===== config.mk =====
export PLATFORM = sky130hd
export DESIGN_NAME = booth_mult
export DESIGN_NICKNAME = d
export VERILOG_FILES = /design/src/rtl/booth_pkg.sv /design/src/rtl/booth_enc.sv /design/src/rtl/booth_ppg.sv /design/src/rtl/booth_csa.sv /design/src/rtl/booth_fpa.sv /design/src/rtl/booth_mult.sv
export SDC_FILE = /design/constraint.sdc
export NUM_CORES = 1
export LEC_CHECK = 0
export CORE_MARGIN = 2
export CORE_UTILIZATION = 35
export DETAILED_ROUTE_END_ITERATION = 16
export PLACE_DENSITY = 0.54
export SLEW_MARGIN = 40
export SYNTH_ARGS = -nofsm -noshare
export SYNTH_HDL_FRONTEND = slang
export SYNTH_HIERARCHICAL = 1
export SYNTH_SLANG_ARGS = --single-unit

===== constraint.sdc =====
create_clock -name vclk -period 23.7
set_input_delay 4.74 -clock vclk [all_inputs]
set_output_delay 4.74 -clock vclk [all_outputs]
set_load 0.005 [all_outputs]

===== src/rtl/booth_pkg.sv =====
package booth_pkg;

    // Select word driven by one recoding cell; s0 is the most significant bit.
    typedef struct packed {
        logic s0;
        logic s1;
        logic s2;
        logic s3;
    } bsel_t;

    localparam bsel_t SEL_ZERO  = 4'b0101;
    localparam bsel_t SEL_POS1  = 4'b1101;
    localparam bsel_t SEL_POS2  = 4'b0111;
    localparam bsel_t SEL_NEG2  = 4'b0100;
    localparam bsel_t SEL_NEG1  = 4'b0001;

    // Single multiple selected (magnitude 1).
    function automatic logic sel_one(bsel_t s);
        return s.s0 | ~s.s1;
    endfunction

    // Doubled multiple selected (magnitude 2).
    function automatic logic sel_two(bsel_t s);
        return s.s2 | ~s.s3;
    endfunction

    // Row must be negated.
    function automatic logic sel_neg(bsel_t s);
        return ~(s.s1 & s.s3);
    endfunction

endpackage


===== src/rtl/booth_enc.sv =====
module booth_enc
    import booth_pkg::*;
(
    input  logic [2:0] trip_i,
    output bsel_t      sel_o
);

    bsel_t sel_d;

    always_comb begin
        case (trip_i)
            3'b001, 3'b010: sel_d = SEL_POS1;
            3'b011:         sel_d = SEL_POS2;
            3'b100:         sel_d = SEL_NEG2;
            3'b101, 3'b110: sel_d = SEL_NEG1;
            default:        sel_d = SEL_ZERO;
        endcase
    end

    assign sel_o = sel_d;

endmodule


===== src/rtl/booth_ppg.sv =====
module booth_ppg
    import booth_pkg::*;
#(
    parameter int N = 8
) (
    input  logic [N-1:0] x_i,
    input  bsel_t        sel_i,
    output logic [N:0]   row_o,
    output logic         neg_o
);

    localparam int RW = N + 1;

    logic       one_d;
    logic       two_d;
    logic       neg_d;
    logic [N+1:0] xe;   // xe[j+1] holds x[j]; xe[0] is the zero below bit 0

    assign one_d = sel_one(sel_i);
    assign two_d = sel_two(sel_i);
    assign neg_d = sel_neg(sel_i);
    assign xe    = {x_i[N-1], x_i, 1'b0};

    for (genvar j = 0; j < RW; j++) begin : g_cell
        assign row_o[j] = ((one_d & xe[j+1]) | (two_d & xe[j])) ^ neg_d;
    end

    assign neg_o = neg_d;

endmodule


===== src/rtl/booth_csa.sv =====
module booth_csa #(
    parameter int W = 16
) (
    input  logic [W-1:0] a_i,
    input  logic [W-1:0] b_i,
    input  logic [W-1:0] c_i,
    output logic [W-1:0] sum_o,
    output logic [W-1:0] cry_o
);

    for (genvar j = 0; j < W; j++) begin : g_fa
        assign sum_o[j] = a_i[j] ^ b_i[j] ^ c_i[j];
        if (j < W - 1) begin : g_maj
            assign cry_o[j+1] = (a_i[j] & b_i[j]) | (a_i[j] & c_i[j]) | (b_i[j] & c_i[j]);
        end
    end

    assign cry_o[0] = 1'b0;

endmodule


===== src/rtl/booth_fpa.sv =====
module booth_fpa #(
    parameter int W = 16
) (
    input  logic [W-1:0] a_i,
    input  logic [W-1:0] b_i,
    output logic [W-1:0] sum_o
);

    logic [W-1:0] c;

    assign c[0] = 1'b0;

    for (genvar j = 0; j < W; j++) begin : g_bit
        assign sum_o[j] = a_i[j] ^ b_i[j] ^ c[j];
        if (j < W - 1) begin : g_cy
            assign c[j+1] = (a_i[j] & b_i[j]) | (c[j] & (a_i[j] ^ b_i[j]));
        end
    end

endmodule


===== src/rtl/booth_mult.sv =====
module booth_mult
    import booth_pkg::*;
#(
    parameter int N = 8
) (
    input  logic [N-1:0]   mcand_i,
    input  logic [N-1:0]   mplier_i,
    output logic [2*N-1:0] prod_o
);

    localparam int ROWS   = N / 2;
    localparam int W      = 2 * N;
    localparam int OPS    = ROWS + 1;
    localparam int STAGES = OPS - 2;

    logic [N:0]    ypad;
    bsel_t         sel [ROWS];
    logic [N:0]    row [ROWS];
    logic [ROWS-1:0] neg;
    logic [W-1:0]  opnd_d [OPS];
    logic [W-1:0]  ps [STAGES+1];
    logic [W-1:0]  pc [STAGES+1];

    assign ypad = {mplier_i, 1'b0};

    for (genvar i = 0; i < ROWS; i++) begin : g_row
        booth_enc u_enc (
            .trip_i (ypad[2*i+2 -: 3]),
            .sel_o  (sel[i])
        );
        booth_ppg #(.N(N)) u_ppg (
            .x_i   (mcand_i),
            .sel_i (sel[i]),
            .row_o (row[i]),
            .neg_o (neg[i])
        );
    end

    // Sign-extend and place each row; gather correction bits in one vector.
    always_comb begin
        for (int i = 0; i < ROWS; i++) begin
            opnd_d[i] = {{(W-N-1){row[i][N]}}, row[i]} << (2 * i);
        end
        opnd_d[ROWS] = '0;
        for (int i = 0; i < ROWS; i++) begin
            opnd_d[ROWS][2*i] = neg[i];
        end
    end

    assign ps[0] = opnd_d[0];
    assign pc[0] = opnd_d[1];

    for (genvar k = 0; k < STAGES; k++) begin : g_csa
        booth_csa #(.W(W)) u_csa (
            .a_i   (ps[k]),
            .b_i   (pc[k]),
            .c_i   (opnd_d[k+2]),
            .sum_o (ps[k+1]),
            .cry_o (pc[k+1])
        );
    end

    booth_fpa #(.W(W)) u_fpa (
        .a_i   (ps[STAGES]),
        .b_i   (pc[STAGES]),
        .sum_o (prod_o)
    );

endmodule


# --- After elaboration in Yosys (flattened, before gate mapping) ---
# Cells that the tools add are included.
op_classes:
  n_eq_ne: 21
  n_mux: 4
  bitwise_logic: 386
  n_reduce_logical: 6
ops:
  columns: ["cell", "count"]
  rows:
  - ["1-bit AND", 166]
  - ["1-bit bitwise XOR", 117]
  - ["1-bit OR", 91]
  - ["4-bit case mux with 4 select lines", 3]
  - ["3-bit == test (second input constant)", 9]
  - ["3-bit by 2-bit == test with 1-bit output (second input constant)", 6]
  - ["1-bit inverter", 12]
  - ["4-bit case mux with 3 select lines", 1]
  - ["2-bit OR reduction", 6]
  - ["3-bit by 1-bit == test with 1-bit output (second input constant)", 3]
  - ["2-bit == test (second input constant)", 2]
  - ["2-bit by 1-bit == test with 1-bit output (second input constant)", 1]
word_totals:
  ff_bits: 0
  input_bits: 16
  word_cells: 417

# --- Depth between registers and ports, before layout ---
logic_depth:
  ltp_word: 36
  ltp_mapped: 28

# --- By module ---
# Netlist, hierarchy kept.
modules_own_cells:
  columns: ["module", "n_inst", "cells_per_inst", "area_per_inst_um2"]
  rows:
  - ["booth_ppg", 4, 49, 305.3]
  - ["booth_csa", 3, 18, 335.3]
  - ["booth_fpa", 1, 21, 335.3]
  - ["booth_enc", 4, 7, 33.8]
  - ["booth_mult", 1, 1, 3.8]

# --- Worst setup path before layout ---
# OpenSTA, ideal clock, no wires.
synth_timing:
  kind: "input to output"
  from: "input mplier_i[0]"
  to: "output prod_o[15]"
  arrival_time_ns: 12.704
  path_slack_ns: 6.256
  cell_stages: 26
  path_buffers: 1
  cell_sequence: "xnor2_1 > nand2b_1 > buf_2 > inv_1 > a221oi_1 > o21ai_1 > fa_1 > fa_1 > fa_1 > inv_1 > fa_1 > inv_1 > fa_1 > fa_1 > fa_1 > fa_1 > fa_1 > fa_1 > fa_1 > fa_1 > fa_1 > fa_1 > fa_1 > fa_1 > fa_1 > xor3_1"
synth_lines:
  columns: ["element", "line", "source"]
  rows:
  - ["start: declaration", "booth_mult.sv:7", "input logic [N-1:0] mplier_i,"]
  - ["end: declaration", "booth_mult.sv:8", "output logic [2*N-1:0] prod_o"]

==> impl_metrics.ini <==
[setup_path]
crit_start = mplier_i[0]
start_kind = input port
arrival_ns = 14.09
worst-setup-path-type = input port to output pin
crit_fanout = 11
required_ns = 18.96
critPathCaptureType = output pin
cp-endpoint = prod_o[15]

[yosys]
synth_top_family_by_area = adder cells
postSynthCellCount = 300
synth_xor_area_share_pct = 4.82
synth.avg_cell_area_um2 = 9.00
syn-cell-area_um2 = 2700
yosys.area.top_type = fa_1
synth_compound_gate_area_share_pct = 32.6
ys.warnings.count = 6
synthSimpleGateAreaFrac_pct = 10.9
synth_area_leaders = fa_1, a211o_1, a221oi_1
seq_area_frac_synth_pct = 0
synthMuxAreaShare_pct = 0
synth_top_cell_area_share_pct = 43.7
synthAdderAreaFrac_pct = 44.2
ys_types = 21

[drt]
wl_mm = 6.46
drc = 0
drtAntennaViolNets = 0
vias_per_cell = 5.34
drt_first_pass_iters = 5
wl_per_cell_um = 14.6
first_iter_violations = 199
vias = 2367

[layout]
antenna_cells = 0
seq_area_um2 = 0
final_cell_mix = fa_1, nor2_1, o21ai_0
fin_area_um2 = 3140
mostFrequentLayoutCell = fa_1
clkbuf_count = 0
area_delta_synth_final_pct = 16.3
seq_cells = 0
drive_gt1_share_pct = 4.11
fillers = 799
num-nets-final = 419

[power_and_ir_drop]
vdd_drop_max_mv = 0.129
power.density_nw_per_um2 = 115
power_leakage_nw = 1.26

[job]
max_cap_viol_count = 0

[place]
hpwlAfterDp_mm = 4.92
placed_cell_area_um2 = 3140
gp_congestion = 0.795
port_buffers = 32
pre_cts_ws_ns = 4.82

[timing]
tightest_slew_ns = 0.889
hold_viol = 0
relSlewSlack_pct = 40.5
maxSlewViolCount = 0
setup_slack_ns = 4.87
fin_tns_setup_ns = 0
fin_crit_sh_pct = 79.4
finalWorstPathRequiredPeriod_ns = 18.83
rsz0062_at_grt = no
max_freq_mhz = 53.1
setup_viol_count_final = 0

[die]
die_y_um = 91.9
io_pins = 32
row_count = 32
start_util_pct = 35.5
die_area_um2 = 8440
fp.coreArea_um2 = 7610
die_w_um = 91.9

[outcome]
status = completed

[clock_tree]
cts_resized = 0
holdBufCountCts = 0
postCtsSetupBuffers = 0

[global_route]
grt_antenna_before_repair = 0
grt_overflow = 0
grt_max_degree = 21
grt_pass1_vias = 2244
grt_usage_pct = 15.5
grt_pass1_wl_mm = 10.9

[worst_hold_path]
min_path_cells = 8
hold_class = input port to output pin
[synth_stat cells]
master / count
nor2_1: 40
buf_2: 8
fa_1: 59
and2_4: 4
a221oi_1: 28
o21ai_1: 28
a21oi_1: 8
nand2b_4: 4
nand2b_1: 4
nand2_1: 8
a211o_1: 28
buf_6: 4
ha_1: 1
o211ai_1: 4
buf_4: 3
xnor2_1: 4
inv_1: 17
conb_1: 4
xor3_1: 4
o21ai_0: 36
clkbuf_1: 4
[critical path, stage by stage]
cell             delay (ns)
clkdlybuf4s50_1        0.51
xnor2_1                0.09
nor2_1                 0.53
nand2b_4               0.31
a211o_1                0.13
o21ai_1                0.09
fa_1                   0.52
fa_1                   0.51
fa_1                   0.49
inv_1                  0.09
fa_1                   0.17
inv_1                  0.05
fa_1                   0.38
fa_1                   0.40
fa_1                   0.39
fa_1                   0.39
fa_1                   0.39
fa_1                   0.38
fa_1                   0.38
fa_1                   0.38
fa_1                   0.38
fa_1                   0.38
fa_1                   0.38
fa_1                   0.38
fa_1                   0.37
xor3_1                 0.37
clkdlybuf4s50_1        0.50
[layout make-up]
class	count	area, um2	area share [%]
inverters	17	63.8	2.03
multi-input cells	290	2620	83.4
well taps	102	128	4.06
repair buffers	34	330	10.5
[metrics by stage]
stage               utilization, %  total power (W)  instances  hold slack (ns)
finish                        41.3         0.000361        443            11.15
global route                  41.3         0.000414        443            11.27
global placement              41.3         0.000370        443            11.32
CTS                           41.3         0.000374        443            11.37
floorplan                        -         0.000203        326            10.11
detailed placement            41.3         0.000374        443            11.37
[worst min-delay path by stage]
stage / startpoint / end / slack (ns)
6_report: mcand_i[3] / prod_o[11] / 11.15
5_1_grt: mcand_i[3] / prod_o[11] / 11.27
4_1_cts: mplier_i[0] / prod_o[0] / 11.37
3_5_place_dp: mplier_i[0] / prod_o[0] / 11.37
3_3_place_gp: mplier_i[0] / prod_o[0] / 11.32
2_1_floorplan: mcand_i[7] / prod_o[15] / 10.11
[logic make-up after synthesis]
| group | count (synthesis) |
|---|---|
| xor+xnor | 8 |
| fa+ha+maj | 60 |
| simple gates | 60 |
| buf+inv | 36 |
| other cells | 4 |
| compound gates | 132 |
[routing by layer]
metal / part of all wire [%] / global-route usage [%]
met3: 2.8 / 0.164
met1: 44 / 21.6
met2: 53 / 28.6
met5: 0 / 0
met4: 0.45 / 0.622
[power by group]
part,switching (W),leakage (nW),internal (W)
logic,0.000140,1.26,0.000221
clock network,0,0,0
registers,0,0,0
total,0.000140,1.26,0.000221
No activity file was read; power rests on OpenSTA's default activity.
